$ cat config.mk
export PLATFORM = sky130hd
export DESIGN_NAME = serial_gpio_expander
export DESIGN_NICKNAME = d
export VERILOG_FILES = /design/src/rtl/sgx_pkg.sv /design/src/rtl/sgx_regs.sv /design/src/rtl/sgx_tick.sv /design/src/rtl/sgx_seq.sv /design/src/rtl/serial_gpio_expander.sv
export SDC_FILE = /design/constraint.sdc
export NUM_CORES = 2
export LEC_CHECK = 0
export BUFFER_PORTS_ARGS = -buffer_cell sky130_fd_sc_hd__buf_2
export CAP_MARGIN = 40
export CORE_ASPECT_RATIO = 1.4
export CORE_MARGIN = 2
export CORE_UTILIZATION = 30
export DETAILED_ROUTE_END_ITERATION = 10
export PLACE_DENSITY = 0.52
export SLEW_MARGIN = 20
export SYNTH_ARGS = -nofsm -noshare
export SYNTH_HDL_FRONTEND = slang
export SYNTH_SLANG_ARGS = --single-unit
$ cat constraint.sdc
create_clock -name clk -period 6.96 [get_ports clk]
set_input_delay 1.392 -clock clk [delete_from_list [all_inputs] [get_ports clk]]
set_output_delay 1.392 -clock clk [all_outputs]
set_load 0.01 [all_outputs]
$ cat src/rtl/sgx_pkg.sv
`timescale 1ns/100ps
// Shared types and fixed register addresses of the serial I/O expander.
// Assumes the data word is 32 bits wide.
package sgx_pkg;
    typedef enum logic [1:0] {
        ST_IDLE  = 2'd0,
        ST_SHIFT = 2'd1,
        ST_LOAD  = 2'd2,
        ST_GAP   = 2'd3
    } sgx_state_e;

    localparam int SGX_DATA_W   = 32;
    localparam int SGX_ADR_CTRL = 0;
    localparam int SGX_ADR_MASK = 1;
    localparam int SGX_ADR_OUT  = 2;
endpackage

$ cat src/rtl/sgx_regs.sv
`timescale 1ns/100ps
// Register file: control, port mask, output and polarity words, committed
// input capture. Reads are combinational.
// Assumes NUM_PORTS <= 32, DIV_W <= 24 and that ADDR_W can reach 2+3*words.
module sgx_regs #(
    parameter int NUM_PORTS = 32,
    parameter int MAX_BPP   = 4,
    parameter int DIV_W     = 8,
    parameter int ADDR_W    = 4
) (
    input  logic                                 clk,
    input  logic                                 rst_n,
    input  logic                                 wr_en,
    input  logic [ADDR_W-1:0]                    wr_addr,
    input  logic [31:0]                          wr_data,
    input  logic [ADDR_W-1:0]                    rd_addr,
    output logic [31:0]                          rd_data,
    input  logic                                 commit,
    input  logic [NUM_PORTS*MAX_BPP-1:0]         cap_bits,
    output logic                                 run,
    output logic [$clog2(MAX_BPP)-1:0]           bpp_code,
    output logic [DIV_W-1:0]                     div_val,
    output logic [NUM_PORTS-1:0]                 port_mask,
    output logic [NUM_PORTS*MAX_BPP-1:0]         out_bits,
    output logic [NUM_PORTS*MAX_BPP-1:0]         pol_bits
);
    import sgx_pkg::*;

    localparam int IO_W   = NUM_PORTS * MAX_BPP;
    localparam int NW     = IO_W / SGX_DATA_W;
    localparam int BPP_W  = $clog2(MAX_BPP);
    localparam int ADR_POL = SGX_ADR_OUT + NW;
    localparam int ADR_IN  = SGX_ADR_OUT + 2 * NW;

    logic                  run_q;
    logic [BPP_W-1:0]      bpp_q;
    logic [DIV_W-1:0]      div_q;
    logic [NUM_PORTS-1:0]  mask_q;
    logic [NW-1:0][31:0]   out_q;
    logic [NW-1:0][31:0]   pol_q;
    logic [IO_W-1:0]       in_raw_q;

    // Control word and port mask writes.
    always_ff @(posedge clk) begin
        if (!rst_n) begin
            run_q  <= 1'b0;
            bpp_q  <= '0;
            div_q  <= '0;
            mask_q <= '1;
        end else if (wr_en) begin
            if (wr_addr == ADDR_W'(SGX_ADR_CTRL)) begin
                run_q <= wr_data[0];
                bpp_q <= wr_data[BPP_W:1];
                div_q <= wr_data[8 +: DIV_W];
            end
            if (wr_addr == ADDR_W'(SGX_ADR_MASK))
                mask_q <= wr_data[NUM_PORTS-1:0];
        end
    end

    for (genvar w = 0; w < NW; w++) begin : g_word
        // Output and polarity word w.
        always_ff @(posedge clk) begin
            if (!rst_n) begin
                out_q[w] <= '0;
                pol_q[w] <= '0;
            end else if (wr_en) begin
                if (wr_addr == ADDR_W'(SGX_ADR_OUT + w)) out_q[w] <= wr_data;
                if (wr_addr == ADDR_W'(ADR_POL + w))     pol_q[w] <= wr_data;
            end
        end
    end

    // Captured inputs become visible only when the sequencer commits.
    always_ff @(posedge clk) begin
        if (!rst_n)      in_raw_q <= '0;
        else if (commit) in_raw_q <= cap_bits;
    end

    // Read multiplexer; input words are returned with polarity applied.
    always_comb begin
        rd_data = '0;
        if (rd_addr == ADDR_W'(SGX_ADR_CTRL)) begin
            rd_data[0]          = run_q;
            rd_data[BPP_W:1]    = bpp_q;
            rd_data[8 +: DIV_W] = div_q;
        end
        if (rd_addr == ADDR_W'(SGX_ADR_MASK))
            rd_data = SGX_DATA_W'(mask_q);
        for (int w = 0; w < NW; w++) begin
            if (rd_addr == ADDR_W'(SGX_ADR_OUT + w)) rd_data = out_q[w];
            if (rd_addr == ADDR_W'(ADR_POL + w))     rd_data = pol_q[w];
            if (rd_addr == ADDR_W'(ADR_IN + w))
                rd_data = in_raw_q[w*32 +: 32] ^ pol_q[w];
        end
    end

    assign run       = run_q;
    assign bpp_code  = bpp_q;
    assign div_val   = div_q;
    assign port_mask = mask_q;
    assign out_bits  = out_q;
    assign pol_bits  = pol_q;

    AST_IN_HOLD: assert property (@(posedge clk) disable iff (!rst_n)
        !commit |=> $stable(in_raw_q));
endmodule

$ cat src/rtl/sgx_tick.sv
`timescale 1ns/100ps
// Half-period tick generator: pulses once every div+1 reference cycles
// while active, and holds at zero otherwise.
// Assumes div only changes on a cycle where the count restarts.
module sgx_tick #(
    parameter int DIV_W = 8
) (
    input  logic             clk,
    input  logic             rst_n,
    input  logic             active,
    input  logic [DIV_W-1:0] div,
    output logic             tick
);
    logic [DIV_W-1:0] cnt_q;

    assign tick = active && (cnt_q == div);

    // Count reference cycles within one half period.
    always_ff @(posedge clk) begin
        if (!rst_n || !active) cnt_q <= '0;
        else if (tick)         cnt_q <= '0;
        else                   cnt_q <= cnt_q + 1'b1;
    end

    AST_CNT_BOUND: assert property (@(posedge clk) disable iff (!rst_n)
        active |-> (cnt_q <= div));
endmodule

$ cat src/rtl/sgx_seq.sv
`timescale 1ns/100ps
// Frame sequencer: walks the enabled ports and their bits, drives the
// serial clock, data out and load pins, and samples data in.
// Settings are latched at each frame boundary.
// Assumes MAX_BPP and NUM_PORTS are powers of two, at least 2.
module sgx_seq #(
    parameter int NUM_PORTS = 32,
    parameter int MAX_BPP   = 4,
    parameter int DIV_W     = 8
) (
    input  logic                           clk,
    input  logic                           rst_n,
    input  logic                           run,
    input  logic [NUM_PORTS-1:0]           mask_cfg,
    input  logic [$clog2(MAX_BPP)-1:0]     bpp_cfg,
    input  logic [DIV_W-1:0]               div_cfg,
    input  logic [NUM_PORTS*MAX_BPP-1:0]   out_bits,
    input  logic [NUM_PORTS*MAX_BPP-1:0]   pol_bits,
    input  logic                           sdi,
    input  logic                           tick,
    output logic                           active,
    output logic [DIV_W-1:0]               div_lat,
    output logic                           sclk,
    output logic                           sload,
    output logic                           sdo,
    output logic                           commit,
    output logic [NUM_PORTS*MAX_BPP-1:0]   cap_bits
);
    import sgx_pkg::*;

    localparam int IO_W   = NUM_PORTS * MAX_BPP;
    localparam int IDX_W  = $clog2(IO_W);
    localparam int PORT_W = $clog2(NUM_PORTS);
    localparam int BPP_W  = $clog2(MAX_BPP);

    sgx_state_e           state_q;
    logic [NUM_PORTS-1:0] mask_l;
    logic [BPP_W-1:0]     bpp_l;
    logic [DIV_W-1:0]     div_q;
    logic [PORT_W-1:0]    port_q;
    logic [BPP_W-1:0]     bit_q;
    logic                 half_q, sclk_q, sload_q, sdo_q;
    logic [IO_W-1:0]      cap_q;

    // Lowest enabled port at or above 'from'; MSB flags that one exists.
    function automatic logic [PORT_W:0] find_port(input logic [NUM_PORTS-1:0] m,
                                                  input logic [PORT_W:0] from);
        logic [PORT_W:0] r;
        r = '0;
        for (int i = NUM_PORTS - 1; i >= 0; i--)
            if (m[i] && ((PORT_W+1)'(i) >= from)) r = {1'b1, PORT_W'(i)};
        return r;
    endfunction

    logic [PORT_W:0] first_sel, next_sel;
    logic [IDX_W-1:0] cur_idx, first_idx, next_idx;
    logic last_bit, boundary, stop;

    assign first_sel = find_port(mask_cfg, '0);
    assign next_sel  = find_port(mask_l, {1'b0, port_q} + (PORT_W+1)'(1));
    assign cur_idx   = IDX_W'(port_q) * IDX_W'(MAX_BPP) + IDX_W'(bit_q);
    assign first_idx = IDX_W'(first_sel[PORT_W-1:0]) * IDX_W'(MAX_BPP);
    assign next_idx  = IDX_W'(next_sel[PORT_W-1:0]) * IDX_W'(MAX_BPP);
    assign last_bit  = (bit_q == bpp_l);
    assign boundary  = run && ((state_q == ST_IDLE) ||
                               (state_q == ST_GAP && tick && half_q));
    assign stop      = !run && state_q == ST_GAP && tick && half_q;
    assign commit    = (state_q == ST_SHIFT) && tick && sclk_q && last_bit &&
                       !next_sel[PORT_W];

    // Frame state machine and pin registers.
    always_ff @(posedge clk) begin
        if (!rst_n) begin
            state_q <= ST_IDLE;
            mask_l  <= '0;
            bpp_l   <= '0;
            div_q   <= '0;
            port_q  <= '0;
            bit_q   <= '0;
            half_q  <= 1'b0;
            sclk_q  <= 1'b0;
            sload_q <= 1'b0;
            sdo_q   <= 1'b0;
        end else if (boundary) begin
            mask_l <= mask_cfg;
            bpp_l  <= bpp_cfg;
            div_q  <= div_cfg;
            half_q <= 1'b0;
            sclk_q <= 1'b0;
            bit_q  <= '0;
            if (first_sel[PORT_W]) begin
                state_q <= ST_SHIFT;
                port_q  <= first_sel[PORT_W-1:0];
                sload_q <= 1'b0;
                sdo_q   <= out_bits[first_idx] ^ pol_bits[first_idx];
            end else begin
                state_q <= ST_LOAD;
                sload_q <= 1'b1;
                sdo_q   <= 1'b0;
            end
        end else if (stop) begin
            state_q <= ST_IDLE;
            half_q  <= 1'b0;
        end else if (tick) begin
            case (state_q)
                ST_SHIFT: begin
                    if (!sclk_q) begin
                        sclk_q <= 1'b1;
                    end else begin
                        sclk_q <= 1'b0;
                        if (!last_bit) begin
                            bit_q <= bit_q + 1'b1;
                            sdo_q <= out_bits[cur_idx + 1'b1] ^ pol_bits[cur_idx + 1'b1];
                        end else if (next_sel[PORT_W]) begin
                            port_q <= next_sel[PORT_W-1:0];
                            bit_q  <= '0;
                            sdo_q  <= out_bits[next_idx] ^ pol_bits[next_idx];
                        end else begin
                            state_q <= ST_LOAD;
                            sload_q <= 1'b1;
                            sdo_q   <= 1'b0;
                        end
                    end
                end
                ST_LOAD: begin
                    half_q <= !half_q;
                    if (half_q) begin
                        sload_q <= 1'b0;
                        state_q <= ST_GAP;
                    end
                end
                ST_GAP:  half_q <= 1'b1;
                default: half_q <= 1'b0;
            endcase
        end
    end

    // Sample data in on the rising serial clock edge.
    always_ff @(posedge clk) begin
        if (!rst_n) cap_q <= '0;
        else if (state_q == ST_SHIFT && tick && !sclk_q) cap_q[cur_idx] <= sdi;
    end

    assign active   = (state_q != ST_IDLE);
    assign div_lat  = div_q;
    assign sclk     = sclk_q;
    assign sload    = sload_q;
    assign sdo      = sdo_q;
    assign cap_bits = cap_q;

    AST_LOAD_NO_CLK: assert property (@(posedge clk) disable iff (!rst_n)
        sload_q |-> !sclk_q);
    AST_SDO_AT_FALL: assert property (@(posedge clk) disable iff (!rst_n)
        $rose(sclk_q) |-> $stable(sdo_q));
    AST_CLK_ON_TICK: assert property (@(posedge clk) disable iff (!rst_n)
        !tick |=> $stable(sclk_q));
    AST_IDLE_QUIET: assert property (@(posedge clk) disable iff (!rst_n)
        (state_q == ST_IDLE) |-> (!sclk_q && !sload_q));
    AST_SHIFT_MASKED: assert property (@(posedge clk) disable iff (!rst_n)
        (state_q == ST_SHIFT) |-> mask_l[port_q]);
endmodule

$ cat src/rtl/serial_gpio_expander.sv
`timescale 1ns/100ps
// Serial I/O expander top: register file, tick generator and frame
// sequencer driving a four-pin shift-register chain.
// Assumes the register interface and pins share the reference clock.
module serial_gpio_expander #(
    parameter int NUM_PORTS = 32,
    parameter int MAX_BPP   = 4,
    parameter int DIV_W     = 8,
    parameter int ADDR_W    = 4
) (
    input  logic              clk,
    input  logic              rst_n,
    input  logic              wr_en,
    input  logic [ADDR_W-1:0] wr_addr,
    input  logic [31:0]       wr_data,
    input  logic [ADDR_W-1:0] rd_addr,
    output logic [31:0]       rd_data,
    output logic              sio_clk,
    output logic              sio_load,
    output logic              sio_dout,
    input  logic              sio_din
);
    localparam int IO_W  = NUM_PORTS * MAX_BPP;
    localparam int BPP_W = $clog2(MAX_BPP);

    logic                 run, commit, active, tick;
    logic [BPP_W-1:0]     bpp_code;
    logic [DIV_W-1:0]     div_val, div_lat;
    logic [NUM_PORTS-1:0] port_mask;
    logic [IO_W-1:0]      out_bits, pol_bits, cap_bits;

    sgx_regs #(.NUM_PORTS(NUM_PORTS), .MAX_BPP(MAX_BPP), .DIV_W(DIV_W),
               .ADDR_W(ADDR_W)) u_regs (
        .clk(clk), .rst_n(rst_n), .wr_en(wr_en), .wr_addr(wr_addr),
        .wr_data(wr_data), .rd_addr(rd_addr), .rd_data(rd_data),
        .commit(commit), .cap_bits(cap_bits), .run(run), .bpp_code(bpp_code),
        .div_val(div_val), .port_mask(port_mask), .out_bits(out_bits),
        .pol_bits(pol_bits)
    );

    sgx_tick #(.DIV_W(DIV_W)) u_tick (
        .clk(clk), .rst_n(rst_n), .active(active), .div(div_lat), .tick(tick)
    );

    sgx_seq #(.NUM_PORTS(NUM_PORTS), .MAX_BPP(MAX_BPP), .DIV_W(DIV_W)) u_seq (
        .clk(clk), .rst_n(rst_n), .run(run), .mask_cfg(port_mask),
        .bpp_cfg(bpp_code), .div_cfg(div_val), .out_bits(out_bits),
        .pol_bits(pol_bits), .sdi(sio_din), .tick(tick), .active(active),
        .div_lat(div_lat), .sclk(sio_clk), .sload(sio_load), .sdo(sio_dout),
        .commit(commit), .cap_bits(cap_bits)
    );
endmodule

## After elaboration in Yosys (flattened, before gate mapping)

Cells that the tools add are included.

- Register bits after elaboration: 618
- Bits of input ports: 44
- Output and inout bits: 35
- Word-level logic and storage cells: 332

- Add/subtract/negate cells: 5
- Order comparisons: 37
- Equality and inequality tests: 38
- Muxes and demuxes: 132
- Bitwise operators: 10
- Reduce and logical (&&, ||, !) cells: 85

Operators with widths:

| operator | number |
|---|---|
| $mux 32 | 13 |
| $mux 6 | 64 |
| $bwmux 128 | 1 |
| $xor 32x32->32 | 4 |
| $ge 5x6->1 const A | 16 |
| $ge 4x6->1 const A | 8 |
| $logic_and 1x1->1 | 45 |
| $mux 5 | 8 |
| $eq 4x3->1 const B | 8 |
| $eq 4x4->1 const B | 8 |
| $lt 7x8->1 const B | 4 |
| $ge 3x6->1 const A | 4 |
| $mux 1 | 24 |
| $reduce_and 2->1 | 11 |
| $bmux 1 s5 | 4 |
| $mux 2 | 10 |
| $eq 4x2->1 const B | 4 |
| $bmux 1 s7 | 2 |
| $reduce_and 7->1 | 2 |
| $ge 1x6->1 const A | 2 |
| $ge 2x6->1 const A | 2 |
| $ne 4x1->1 const B | 3 |
| $reduce_bool 2->1 | 6 |
| $ne 3x1->1 const B | 3 |
| other kinds (34) | 51 |

## Logic depth before layout (Yosys ltp)

- Depth in word-level cells: 45
- Depth in mapped cells: 18

## Modules after synthesis

Synthesis repeated with hierarchy kept, for this count alone.

- Cells, all modules: 4114
- Area total of the unflattened synthesis: 34481.8 um2

Modules (own cells, without submodules):

| module | times used | cells an instance | area an instance (um2) |
|---|---|---|---|
| sgx_regs | 1 | 2577 | 21111.5 |
| sgx_seq | 1 | 1490 | 12902.4 |
| sgx_tick | 1 | 47 | 467.9 |

## Worst setup path after synthesis

OpenSTA, ideal clock, no wires.

- Path type: input -> output
- Start point: in rd_addr[2]
- End point: out rd_data[16]
- Arrival: 3366 ps
- Required time: 5568 ps
- Path slack: 2202 ps
- Cell stages on the path: 10
- Path through: clkbuf_1 > or3_1 > clkbuf_1 > buf_1 > nor3b_1 > a221oi_1 > a31oi_1 > a2111oi_0 > o22ai_1 > a221o_1

- Cells in the longest elaborated chain, start to end: 14
- Elaborated cells between the ends (all ways): 26
- Classes of those cells: eq/ne (13); mux (13)

Ends and longest elaborated chain:

| item | RTL line | source |
|---|---|---|
| start, declared | serial_gpio_expander.sv:16 | `input logic [ADDR_W-1:0] rd_addr,` |
| $eq 4x1->1 | sgx_regs.sv:88 | `if (rd_addr == ADDR_W'(SGX_ADR_MASK))` |
| $mux 32 | sgx_regs.sv:88 |  |
| $mux 32 | sgx_regs.sv:91 | `if (rd_addr == ADDR_W'(SGX_ADR_OUT + w)) rd_data = out_q[w];` |
| $mux 32 | sgx_regs.sv:92 | `if (rd_addr == ADDR_W'(ADR_POL + w)) rd_data = pol_q[w];` |
| $mux 32 | sgx_regs.sv:93 | `if (rd_addr == ADDR_W'(ADR_IN + w))` |
| $mux 32 | sgx_regs.sv:91 |  |
| $mux 32 | sgx_regs.sv:92 |  |
| $mux 32 | sgx_regs.sv:93 |  |
| $mux 32 | sgx_regs.sv:91 |  |
| $mux 32 | sgx_regs.sv:92 |  |
| $mux 32 | sgx_regs.sv:93 |  |
| $mux 32 | sgx_regs.sv:91 |  |
| $mux 32 | sgx_regs.sv:92 |  |
| $mux 32 * | sgx_regs.sv:93 |  |
| end, declared | serial_gpio_expander.sv:17 | `output logic [31:0] rd_data,` |

Mark *: on every way between the ends. The rest lies on a longest branch, timed or not.

## Worst setup path in the final report

- Start point: in rd_addr[1]
- End point: out rd_data[22]

Same word-level chain as after synthesis.

==> impl_metrics.env <==
export IMPL_synth_cells=4087
export IMPL_cp_top_family="compound AO/OA/AOI/OAI gates"
export IMPL_drtIter0Drc=2757
export IMPL_clockBufferDepth=3
export IMPL_synth_seq_cells=618
export IMPL_dieWidth_um=283
export IMPL_cts_hold_fix_buffers=0
export IMPL_gp_congestion=0.904
export IMPL_clk_pin_slew_ns=0.07
export IMPL_clock_sinks=618
export IMPL_cts_root_buf="clkbuf_16"
export IMPL_layoutNonFillerInstCount=5467
export IMPL_cp_endpoint="rd_data[22]"
export IMPL_coreArea_mm2=0.108
export IMPL_dpl_worst_slack_ns=1.11
export IMPL_slowest_delay_ns=0.67
export IMPL_synthFlopType="dfxtp_1"
export IMPL_htreeDepth=3
export IMPL_r2r_end="u_seq.sdo$_SDFFE_PN0P_"
export IMPL_syn_area_per_cell_um2=8.02
export IMPL_post_route_period_util_pct=85.4
export IMPL_fmax_mhz=168
export IMPL_ios=79
export IMPL_nFillCells=11400
export IMPL_cp_slowest_cell="a2111oi_0"
export IMPL_r2r_cells=13
export IMPL_regToRegStartpoint="u_seq.port_q[1]$_SDFFE_PN0P_"
export IMPL_hold_ws_ns=0.441
export IMPL_finalHoldViolCount=0
export IMPL_wl_um=125000
export IMPL_grt_pass1_vias=27600
export IMPL_wl_per_cell_um=22.9
export IMPL_hold_path_class="reg -> reg"
export IMPL_die_area_mm2=0.112
export IMPL_dp_cells=5343
export IMPL_cts_setup_buffers=0
export IMPL_placed_area_mm2=0.0344
export IMPL_worst_setup_path_start_kind="input port"
export IMPL_numCtsBuffers=66
export IMPL_tightest_slew_ns=1.16
export IMPL_synth_edff_count=0
export IMPL_p_leak_nw=12.1
export IMPL_peakVddDrop_uv=148
export IMPL_cp_max_fo=21
export IMPL_syn_to_final_growth_pct=12.2
export IMPL_maxSlewHeadroom_pct=22.5
export IMPL_crit_cells=10
export IMPL_clk_latency_ns=0.67
export IMPL_yosys_warnings=0
export IMPL_rsz0062_at_grt="false"
export IMPL_critPathCaptureType="output port"
export IMPL_port_buffers=78
export IMPL_synthTopCellsByCount="nand2_1 (1275), dfxtp_1 (618), a21boi_0 (527)"
export IMPL_fp_dieH_um=395
export IMPL_max_cap_viol_count=0
export IMPL_netlist_area_leader_share_pct=37.8
export IMPL_grt_max_degree=254
export IMPL_synth_fp_nets=4142
export IMPL_p_per_area_mw_per_mm2=216
export IMPL_vias=29200
export IMPL_grt_pass1_wl_um=186000
export IMPL_yosysSeqAreaShare_pct=37.8
export IMPL_drc=0
export IMPL_ant_nets=0
export IMPL_netlist_cell_type_count=89
export IMPL_syn_area_mm2=0.0328
export IMPL_worstPathArrival_ns=4.55
export IMPL_rows=143
export IMPL_setup_violations=0
export IMPL_worst_path_buf_inv=3
export IMPL_cts_tree="yes"
export IMPL_place_hpwl_um=86900
export IMPL_crit_path_cell_trace="buf_2, nand2b_1, nor3_2, buf_4, a221oi_1, a31oi_1, a2111oi_0, o22ai_1, a221o_1, buf_2"
export IMPL_finalCriticalPeriod_ns=5.94
export IMPL_nets=4019
export IMPL_worst_setup_path_startpoint="rd_addr[1]"
export IMPL_layout_drive_gt1_share_pct=10.7
export IMPL_viasPerCell=5.34
export IMPL_synth_async_reset_ratio_pct=0
export IMPL_drtPass1Iterations=5
export IMPL_outcome="completed"
export IMPL_skew_ns=0.0270
export IMPL_setup_tns_ns=0
export IMPL_grt_ovfl_total=0
export IMPL_synth_top_area_cell="dfxtp_1"
export IMPL_start_util_pct=30.2
export IMPL_crit_required_ns=5.57
export IMPL_fin_area_mm2=0.0368
export IMPL_yosys_top_cells_area="dfxtp_1 (38%), nand2_1 (15%), a21boi_0 (12%), mux4_2 (5.8%), clkbuf_1 (3.2%)"
export IMPL_worst_slack_ns=1.02
export IMPL_antenna_found_initial=8
export IMPL_crit_top_cell="buf_2"
export IMPL_grtUsageTotal_pct=21.8
export IMPL_cts_resized=0
export IMPL_r2r_slack_ns=1.94
export IMPL_path_class="in -> out"
export IMPL_yosysMostFrequentCell="nand2_1"
export IMPL_final_max_slew_viol_count=0
-- power by group --
part | switching, mW | internal (mW)
Sequential | 0.0371 | 3.56
Clock | 1.63 | 2.14
Combinational | 0.366 | 0.192
-- cells in the final DEF, fill, tap and decap left out, types with 17 or more instances in the layout --
master	Yosys	layout
nand2_1	1275	1273
dfxtp_1	618	617
a21boi_0	527	527
nand3_1	180	178
nor2_1	142	136
o21ai_0	132	131
mux4_2	84	84
buf_2	35	77
buf_4	16	71
xnor2_1	68	67
clkbuf_16	0	67
xor2_1	54	53
mux2i_1	49	49
nor3b_1	42	39
inv_1	34	34
a221o_1	34	34
nor2b_1	35	34
a221oi_1	33	33
o211ai_1	29	29
nand2b_1	27	27
a21oi_1	25	25
mux2_2	22	22
a21boi_1	22	22
o22ai_1	21	21
a31oi_1	20	20
clkbuf_1	282	17
-- per-stage QoR --
stage / power, mW / util, %
2_1_floorplan: 4.02 / -
3_3_place_gp: 4.22 / 31.6
3_5_place_dp: 4.23 / 31.8
4_1_cts: 7.99 / 33.8
5_1_grt: 8.16 / 33.9
6_report: 7.93 / 33.9
-- flip-flops by register name (all words and copies together) (netlist names), 2 cells and up --
register and count:
u_regs.bpp_code 2, u_seq.port_q 5, u_regs.pol_bits 128, u_seq.state_q 2, u_seq.div_lat 8, u_regs.in_raw_q 128, u_regs.div_val 8, u_tick.cnt_q 8
u_regs.port_mask 32, u_seq.mask_l 32, u_regs.out_bits 128, u_seq.bpp_l 2, u_seq.bit_q 2, u_seq.cap_bits 128
-- layer usage --
layer	vias up	GRT usage [%]	part of all wire, %	wire (um)
met5	-	0	0.013	16
li1	13800	-	-	-
met2	901	37.8	49	61000
met4	2	10.0	4.6	5780
met3	241	2.38	4.6	5760
met1	14200	27.0	42	52400
-- worst register-to-register path: stages, from the launching register on --
cell and delay [ns]:
dfxtp_1 0.63, ha_1 0.72, and3_1 0.42, a21oi_4 0.14, a311oi_1 0.59, nor2b_1 0.13, a2111oi_2 0.30, o32a_1 0.30
a31o_1 0.68, mux2_2 0.41, nor3_1 0.18, a211oi_1 0.08, a41oi_1 0.25, o31ai_1 0.10
-- area by class of cell --
type / count / area, um^2 / area share (%)
Antenna cell: 1 / 2.50 / 0.00681
Clock buffer: 98 / 1930 / 5.26
Clock inverter: 22 / 328 / 0.892
Tap cell: 1450 / 1810 / 4.94
Multi-Input combinational cell: 3081 / 18900 / 51.5
Sequential cell: 618 / 12400 / 33.7
Inverter: 34 / 128 / 0.347
Timing Repair Buffer: 163 / 1240 / 3.39
-- worst min-delay path by stage --
stage / startpoint / endpoint / slack [ns] / depth (start not counted)
2_1_floorplan: u_seq.cap_bits[121]$_SDFFE_PN0P_ / u_regs.in_raw_q[121]$_SDFFE_PN0P_ / 0.43 / 2
3_3_place_gp: u_seq.cap_bits[64]$_SDFFE_PN0P_ / u_regs.in_raw_q[64]$_SDFFE_PN0P_ / 0.44 / 2
3_5_place_dp: u_seq.cap_bits[64]$_SDFFE_PN0P_ / u_regs.in_raw_q[64]$_SDFFE_PN0P_ / 0.44 / 2
4_1_cts: u_seq.cap_bits[64]$_SDFFE_PN0P_ / u_regs.in_raw_q[64]$_SDFFE_PN0P_ / 0.45 / 2
5_1_grt: u_seq.cap_bits[55]$_SDFFE_PN0P_ / u_regs.in_raw_q[55]$_SDFFE_PN0P_ / 0.47 / 2
6_report: u_seq.cap_bits[8]$_SDFFE_PN0P_ / u_regs.in_raw_q[8]$_SDFFE_PN0P_ / 0.44 / 2
-- cell families after synthesis --
family          count (synthesis)  synth area share (%)
compound gates                984                  22.2
xor+xnor                      123                  3.31
fa+ha+maj                      12                 0.451
buf+inv                       388                  4.92
flops                         618                  37.8
mux                           155                  8.03
simple gates                 1807                  23.3
(Power assumes the default switching activity.)
